[config.mk]
export PLATFORM = sky130hd
export DESIGN_NAME = micro_sequencer
export DESIGN_NICKNAME = d
export VERILOG_FILES = /design/src/rtl/useq_pkg.sv /design/src/rtl/useq_dispatch.sv /design/src/rtl/useq_next_mux.sv /design/src/rtl/useq_store.sv /design/src/rtl/micro_sequencer.sv
export SDC_FILE = /design/constraint.sdc
export NUM_CORES = 1
export LEC_CHECK = 0
export BUFFER_PORTS_ARGS = -buffer_cell sky130_fd_sc_hd__buf_2
export CORE_MARGIN = 4
export CORE_UTILIZATION = 45
export DETAILED_ROUTE_END_ITERATION = 7
export GPL_ROUTABILITY_DRIVEN = 0
export PLACE_DENSITY = 0.83
export RECOVER_POWER = 50
export SLEW_MARGIN = 15
export SYNTH_ARGS = -nofsm -noshare
export SYNTH_HDL_FRONTEND = slang
export SYNTH_HIERARCHICAL = 1
export SYNTH_SLANG_ARGS = --single-unit
[constraint.sdc]
create_clock -name clk -period 1.9 [get_ports clk]
set_clock_uncertainty 0.05 [all_clocks]
set_input_delay 0.095 -clock clk [delete_from_list [all_inputs] [get_ports clk]]
set_output_delay 0.095 -clock clk [all_outputs]
set_load 0.05 [all_outputs]
[src/rtl/useq_pkg.sv]
package useq_pkg;

    localparam int OP_W = 6;
    localparam int UA_W = 5;

    localparam logic [OP_W-1:0] OPC_ALU_REG = 6'd0;
    localparam logic [OP_W-1:0] OPC_ALU_IMM = 6'd1;
    localparam logic [OP_W-1:0] OPC_LOAD    = 6'd2;
    localparam logic [OP_W-1:0] OPC_STORE   = 6'd3;
    localparam logic [OP_W-1:0] OPC_JUMP    = 6'd4;
    localparam logic [OP_W-1:0] OPC_JREG    = 6'd5;
    localparam logic [OP_W-1:0] OPC_BRANCH  = 6'd6;
    localparam logic [OP_W-1:0] OPC_LINK    = 6'd7;
    localparam logic [OP_W-1:0] OPC_SYS     = 6'd8;

    // order is the next-address multiplexer input number
    typedef enum logic [1:0] {
        SEQ_INCR  = 2'd0,
        SEQ_TBL1  = 2'd1,
        SEQ_TBL2  = 2'd2,
        SEQ_FETCH = 2'd3
    } seq_e;

    typedef enum logic [UA_W-1:0] {
        UA_FETCH     = 5'd0,
        UA_DECODE    = 5'd1,
        UA_MEMADDR   = 5'd2,
        UA_LD_ISSUE  = 5'd3,
        UA_LD_WB     = 5'd4,
        UA_ST_ISSUE  = 5'd5,
        UA_ALUR_EXEC = 5'd6,
        UA_ALUR_WB   = 5'd7,
        UA_ALUI_EXEC = 5'd8,
        UA_ALUI_WB   = 5'd9,
        UA_JUMP      = 5'd10,
        UA_JREG      = 5'd11,
        UA_BRANCH    = 5'd12,
        UA_LINK      = 5'd13,
        UA_SYSCALL   = 5'd14,
        UA_TRAP      = 5'd15
    } uaddr_e;

    typedef enum logic [1:0] {
        PCS_TARGET = 2'd0,
        PCS_REG    = 2'd1,
        PCS_BRANCH = 2'd2,
        PCS_SEQ    = 2'd3
    } pcsrc_e;

    typedef enum logic [1:0] {
        ALU_ADD  = 2'd0,
        ALU_SUB  = 2'd1,
        ALU_FN   = 2'd2,
        ALU_PASS = 2'd3
    } alufn_e;

    typedef struct packed {
        seq_e       seq;
        pcsrc_e     pc_src;
        logic       pc_we;
        logic       pc_cond;
        logic       tgt_sel;
        logic       addr_data;
        logic       mem_rd;
        logic       mem_wr;
        logic       ir_we;
        logic       x_sel;
        logic [1:0] y_sel;
        alufn_e     alu_fn;
        logic [1:0] dst_sel;
        logic [1:0] wb_sel;
        logic       rf_we;
    } uword_t;

    // microprogram contents, one control word per micro-address
    function automatic uword_t rom_word(uaddr_e a);
        uword_t w;
        w     = '0;
        w.seq = SEQ_FETCH;
        case (a)
            UA_FETCH: begin
                w.seq    = SEQ_INCR;
                w.mem_rd = 1'b1;
                w.ir_we  = 1'b1;
                w.y_sel  = 2'd0;
                w.alu_fn = ALU_ADD;
                w.pc_src = PCS_SEQ;
                w.pc_we  = 1'b1;
            end
            UA_DECODE: begin
                w.seq    = SEQ_TBL1;
                w.y_sel  = 2'd3;
                w.alu_fn = ALU_ADD;
            end
            UA_MEMADDR: begin
                w.seq    = SEQ_TBL2;
                w.x_sel  = 1'b1;
                w.y_sel  = 2'd2;
                w.alu_fn = ALU_ADD;
            end
            UA_LD_ISSUE: begin
                w.seq       = SEQ_INCR;
                w.addr_data = 1'b1;
                w.mem_rd    = 1'b1;
            end
            UA_LD_WB: begin
                w.dst_sel = 2'd0;
                w.wb_sel  = 2'd0;
                w.rf_we   = 1'b1;
            end
            UA_ST_ISSUE: begin
                w.addr_data = 1'b1;
                w.mem_wr    = 1'b1;
            end
            UA_ALUR_EXEC: begin
                w.seq    = SEQ_INCR;
                w.x_sel  = 1'b1;
                w.y_sel  = 2'd1;
                w.alu_fn = ALU_FN;
            end
            UA_ALUR_WB: begin
                w.dst_sel = 2'd1;
                w.wb_sel  = 2'd1;
                w.rf_we   = 1'b1;
            end
            UA_ALUI_EXEC: begin
                w.seq    = SEQ_INCR;
                w.x_sel  = 1'b1;
                w.y_sel  = 2'd2;
                w.alu_fn = ALU_FN;
            end
            UA_ALUI_WB: begin
                w.dst_sel = 2'd0;
                w.wb_sel  = 2'd1;
                w.rf_we   = 1'b1;
            end
            UA_JUMP: begin
                w.pc_src = PCS_TARGET;
                w.pc_we  = 1'b1;
            end
            UA_JREG: begin
                w.pc_src = PCS_REG;
                w.pc_we  = 1'b1;
            end
            UA_BRANCH: begin
                w.x_sel   = 1'b1;
                w.y_sel   = 2'd1;
                w.alu_fn  = ALU_SUB;
                w.pc_src  = PCS_BRANCH;
                w.pc_cond = 1'b1;
            end
            UA_LINK: begin
                w.pc_src  = PCS_TARGET;
                w.pc_we   = 1'b1;
                w.dst_sel = 2'd2;
                w.wb_sel  = 2'd2;
                w.rf_we   = 1'b1;
            end
            UA_SYSCALL, UA_TRAP: begin
                w.pc_src  = PCS_TARGET;
                w.tgt_sel = 1'b1;
                w.pc_we   = 1'b1;
            end
            default: w.seq = SEQ_FETCH;
        endcase
        return w;
    endfunction

endpackage

[src/rtl/useq_dispatch.sv]
module useq_dispatch
    import useq_pkg::*;
#(
    parameter int TABLE = 1
) (
    input  logic [OP_W-1:0] opcode,
    output uaddr_e          target
);

    generate
        if (TABLE == 1) begin : g_tbl1
            always_comb begin
                case (opcode)
                    OPC_ALU_REG: target = UA_ALUR_EXEC;
                    OPC_ALU_IMM: target = UA_ALUI_EXEC;
                    OPC_LOAD:    target = UA_MEMADDR;
                    OPC_STORE:   target = UA_MEMADDR;
                    OPC_JUMP:    target = UA_JUMP;
                    OPC_JREG:    target = UA_JREG;
                    OPC_BRANCH:  target = UA_BRANCH;
                    OPC_LINK:    target = UA_LINK;
                    OPC_SYS:     target = UA_SYSCALL;
                    default:     target = UA_TRAP;
                endcase
            end
        end else begin : g_tbl2
            always_comb begin
                case (opcode)
                    OPC_LOAD:  target = UA_LD_ISSUE;
                    OPC_STORE: target = UA_ST_ISSUE;
                    default:   target = UA_TRAP;
                endcase
            end
        end
    endgenerate

endmodule

[src/rtl/useq_next_mux.sv]
module useq_next_mux
    import useq_pkg::*;
(
    input  seq_e   sel,
    input  uaddr_e cur,
    input  uaddr_e tbl1,
    input  uaddr_e tbl2,
    output uaddr_e nxt
);

    localparam logic [UA_W-1:0] ONE = {{(UA_W-1){1'b0}}, 1'b1};

    logic [UA_W-1:0] inc;

    always_comb begin
        inc = cur + ONE;
        unique case (sel)
            SEQ_INCR:  nxt = uaddr_e'(inc);
            SEQ_TBL1:  nxt = tbl1;
            SEQ_TBL2:  nxt = tbl2;
            SEQ_FETCH: nxt = UA_FETCH;
            default:   nxt = UA_FETCH;
        endcase
    end

endmodule

[src/rtl/useq_store.sv]
module useq_store
    import useq_pkg::*;
(
    input  uaddr_e addr,
    output uword_t word
);

    always_comb word = rom_word(addr);

endmodule

[src/rtl/micro_sequencer.sv]
module micro_sequencer
    import useq_pkg::*;
(
    input  logic            clk,
    input  logic            rst_n,
    input  logic [OP_W-1:0] opcode,
    output logic [UA_W-1:0] upc,
    output logic [1:0]      pc_src,
    output logic            pc_we,
    output logic            pc_cond,
    output logic            tgt_sel,
    output logic            addr_data,
    output logic            mem_rd,
    output logic            mem_wr,
    output logic            ir_we,
    output logic            x_sel,
    output logic [1:0]      y_sel,
    output logic [1:0]      alu_fn,
    output logic [1:0]      dst_sel,
    output logic [1:0]      wb_sel,
    output logic            rf_we
);

    uaddr_e upc_q;
    uaddr_e nxt_addr;
    uaddr_e tbl1_addr;
    uaddr_e tbl2_addr;
    uword_t mir_q;
    uword_t rom_w;

    useq_dispatch #(.TABLE(1)) u_tbl1 (.opcode(opcode), .target(tbl1_addr));
    useq_dispatch #(.TABLE(2)) u_tbl2 (.opcode(opcode), .target(tbl2_addr));

    useq_next_mux u_mux (
        .sel  (mir_q.seq),
        .cur  (upc_q),
        .tbl1 (tbl1_addr),
        .tbl2 (tbl2_addr),
        .nxt  (nxt_addr)
    );

    useq_store u_store (.addr(nxt_addr), .word(rom_w));

    // state register: micro-address and microinstruction load together
    always_ff @(posedge clk or negedge rst_n) begin
        if (!rst_n) begin
            upc_q <= UA_FETCH;
            mir_q <= rom_word(UA_FETCH);
        end else begin
            upc_q <= nxt_addr;
            mir_q <= rom_w;
        end
    end

    // outputs straight from the microinstruction register
    always_comb begin
        upc       = upc_q;
        pc_src    = mir_q.pc_src;
        pc_we     = mir_q.pc_we;
        pc_cond   = mir_q.pc_cond;
        tgt_sel   = mir_q.tgt_sel;
        addr_data = mir_q.addr_data;
        mem_rd    = mir_q.mem_rd;
        mem_wr    = mir_q.mem_wr;
        ir_we     = mir_q.ir_we;
        x_sel     = mir_q.x_sel;
        y_sel     = mir_q.y_sel;
        alu_fn    = mir_q.alu_fn;
        dst_sel   = mir_q.dst_sel;
        wb_sel    = mir_q.wb_sel;
        rf_we     = mir_q.rf_we;
    end

    p_fetch_then_decode_r2: assert property (@(posedge clk) disable iff (!rst_n)
        (upc_q == UA_FETCH) |=> (upc_q == UA_DECODE));

    p_load_issue_then_wb_r3: assert property (@(posedge clk) disable iff (!rst_n)
        (upc_q == UA_LD_ISSUE) |=> (upc_q == UA_LD_WB && rf_we));

    p_unknown_op_trap_r8: assert property (@(posedge clk) disable iff (!rst_n)
        (upc_q == UA_DECODE && opcode > OPC_SYS) |=> (upc_q == UA_TRAP));

    p_return_to_fetch_r9: assert property (@(posedge clk) disable iff (!rst_n)
        (mir_q.seq == SEQ_FETCH) |=> (upc_q == UA_FETCH && ir_we));

    p_mem_exclusive_r10: assert property (@(posedge clk) disable iff (!rst_n)
        !(mem_rd && mem_wr));

endmodule

==> results summary <==
The sum of negative setup slack is -130 ps. Setup repair after global routing could not meet its margin everywhere. The largest total area in the synthesized netlist belongs to dfrtp_1. The effective utilization at floorplan came out at 0.489.

In this run the most critical hold path is launched from opcode[1]. The number of buffers created by CTS came out at 3. The number of buffers on the longest clock path is 2. STA classifies the critical path startpoint as a register. The post-layout instance count excluding filler cells came out at 221. The multi-input gate area in the final layout came out at 738 um^2.

In this run the core area contains 19 standard-cell rows. The full die area is 0.00405 mm^2. Sorting the synthesized cells by how often they occur yields dfrtp_1, buf_4, nor2_1, nand2_1, o21ai_1.

The fraction of the yosys area taken by sequential cells came out at 0.471. The global-route congestion overflow total came out at 0. The worst-skew pair later-pin latency came out at 320 ps. The worst endpoint required time is 2090 ps. Along the worst path, the maximum fanout reaches 8.

The signal on the critical path passes through ha_4 -> xor2_1 -> mux2i_1 -> o21ai_4 -> nor2_1 -> o21ai_0 -> a21o_1. The total count of max-transition violations in the final report came out at 0. The run finished, with violations left. The master cell of the clock root buffer is clkbuf_4. After synthesis, the cell types taking the most area are dfrtp_1, dfstp_2, buf_4. dfrtp_1 is the most common cell in the netlist. The first-pass iteration count of the detailed router is 4.

The wire length per cell is 17.6 um. The worst stage delay on the critical path came out at 450 ps. The number of levels the H-tree was split into is 1. The synthesized netlist net count is 149. The number of violations reported at the end of detailed-routing iteration 0 came out at 85. The post-route antenna net violation count is 0. The met2 usage came out at 0.308. The die height came out at 63.7 um.

The number of placed instances, taps included is 205. The fmax came out at 496 MHz. The smallest clock period supported by the final layout is computed as 2020 ps. The hold violation total from the final report is 0. In the synthesized netlist, the number of instances is 140. The area inside the core boundary is 0.00285 mm^2. The routed via count divided by cell count is 5.71. The post-synth design cell area came out at 0.00139 mm^2. The async set or reset register ratio after synthesis is 1.00. The die is 63.7 um wide.

The global-route usage over all layers came out at 0.167. The fraction of met1 tracks used by global routing is 0.199. The tightest slew margin relative to the limit came out at 0.117. In the routed design, unresolved DRC markers number 0. The count of inserted antenna diode cells came out at 0. The synthesized area per cell is 9.96 um^2. The number of fill cells in the layout is 187. TritonCTS built the clock tree. The main flop type after synthesis is dfrtp_1. The fraction of final layout cells sized beyond drive strength 1 is 0.547. The area added between synthesis and finish came out at 41.7%. The critical setup path kind is register to register. The routed wire length is 3900 um.

The met3 global-route usage is 0.0231. The slew at the pin with the worst max-slew slack is 1330 ps. The area taken by flip-flops and latches is 662 um^2. The worst setup path is captured at a register. The area share of the largest cell type after synthesis came out at 0.377. The layer flagged by global routing as most heavily used is met2.

The number of global-route vias before repair came out at 1144. The setup violation total in the final timing report came out at 3. The count of warnings emitted by yosys is 6. The checks that failed: setup timing. The I/O pin total is 32. The maximum number of pins on one net before global-route repair is 27. Of the available clock period, the critical path in the final layout requires 1.06.

The number of synthesized register bits came out at 26. The slowest cell on the critical path is dfrtp_2. The number of buffers inserted by port buffering came out at 31. The worst hold path belongs to the class input pin to register. The total vias in the final route came out at 1262. The tool flagged a number of max-cap violations equal to 0.

The clock transition time at the flip-flop clock pins of the worst setup and hold paths is 140 ps. The startpoint identified for the worst register-to-register timing path is upc[0]$_DFF_PN0_. The number of nets in the final layout is 200. Detailed placement finished with a half-perimeter wire length of 2230 um. The most critical setup path has its startpoint at upc[0]$_DFF_PN0_. Across all setup checks in the final design, the least slack found is -118 ps.

The global-route wire length before repair came out at 5360 um. The number of different library cells in the post-synthesis netlist is 42. The number of antenna violations at the first check in global routing came out at 0. CTS saw 26 sinks.

The data arrival at the endpoint of the critical path is 2200 ps. The number of flops mapped to enable cells by yosys came out at 0.
[registers in the layout, indices dropped and copies added (netlist names), 2 cells and up]
signal and count:
wb_sel 2, dst_sel 2, y_sel 2, upc 5, pc_src 2, alu_fn 2, mir_q 2
[worst max-delay path: cells and delay by family (launching register included)]
| family | cells | cell delay, ps |
|---|---|---|
| flip-flops | 1 | 450 |
| AND/OR/NAND/NOR | 1 | 350 |
| AO/OA/AOI/OAI | 3 | 530 |
| adder cells (fa/ha/maj) | 1 | 170 |
| multiplexers | 1 | 230 |
| XOR/XNOR | 1 | 150 |
[stage by stage]
step | hold WS [ps] | instance area, um^2 | util | setup WS, ps
after floorplan | -251 | 1410 | - | 27.6
after global placement | 43.2 | 1660 | 0.581 | -10.8
after detailed placement | 60.0 | 1660 | 0.581 | -42.0
after CTS | 230 | 1760 | 0.616 | 22.2
after global routing | 323 | 1970 | 0.692 | -167
final | 345 | 1970 | 0.692 | -118
[kinds of logic after synthesis]
family / after synthesis / share of synthesized area
xor gates and xnor gates: 5 / 0.0368
buffers and inverters: 25 / 0.124
other: 3 / 0.00808
AOI/OAI and AO/OA: 26 / 0.122
DFF: 26 / 0.471
adders and majority gates: 1 / 0.00898
and+or+nand+nor: 52 / 0.215
muxes: 2 / 0.0144
[cell type report]
class / instances / share of cell area
timing repair buffer: 67 / 0.237
inverter: 4 / 0.00760
sequential: 26 / 0.335
tap: 31 / 0.0196
clock inverter: 1 / 0.0152
clock buffer: 3 / 0.0114
multi-input combinational: 89 / 0.374
[path summary, 6_finish.rpt]
kind | slack, ps | depth (start not counted) | end
max | -120 | 7 | mir_q[19]$_DFF_PN0_
min | 340 | 6 | mem_rd$_DFF_PN1_
max reg2reg | -120 | 7 | mir_q[19]$_DFF_PN0_
min reg2reg | 760 | 3 | upc[0]$_DFF_PN0_
max in group asynchronous | 390 | 2 | mir_q[20]$_DFF_PN0_
min in group asynchronous | 540 | 2 | alu_fn[1]$_DFF_PN0_
[metal layers]
| metal | up-vias | part of all wire |
|---|---|---|
| met1 | 630 | 0.38 |
| li1 | 565 | - |
| met5 | - | 0 |
| met2 | 57 | 0.54 |
| met4 | 0 | 0.019 |
| met3 | 10 | 0.061 |
[placed cells by master, fill, tap and decap left out, types with 4 or more instances in the layout]
master     n
buf_2     24
dfrtp_2    4
nand2_1    8
o21ai_1    5
nor2_1    11
clkbuf_1   7
dfstp_2    5
buf_4     29
inv_1      4
dfrtp_1   17
[what timing repair did]
item                                    CTS  global route
hold buffers                              1             0
endpoints found under the setup margin   10            15
pin swaps                                 0             8
endpoints found under the hold margin    21             0
setup buffers                             0            12
resized for setup                         7            25
Power is left out: the tool's default activity adds up to more than one toggle a clock period on the data nets, which glitch-free logic cannot reach.
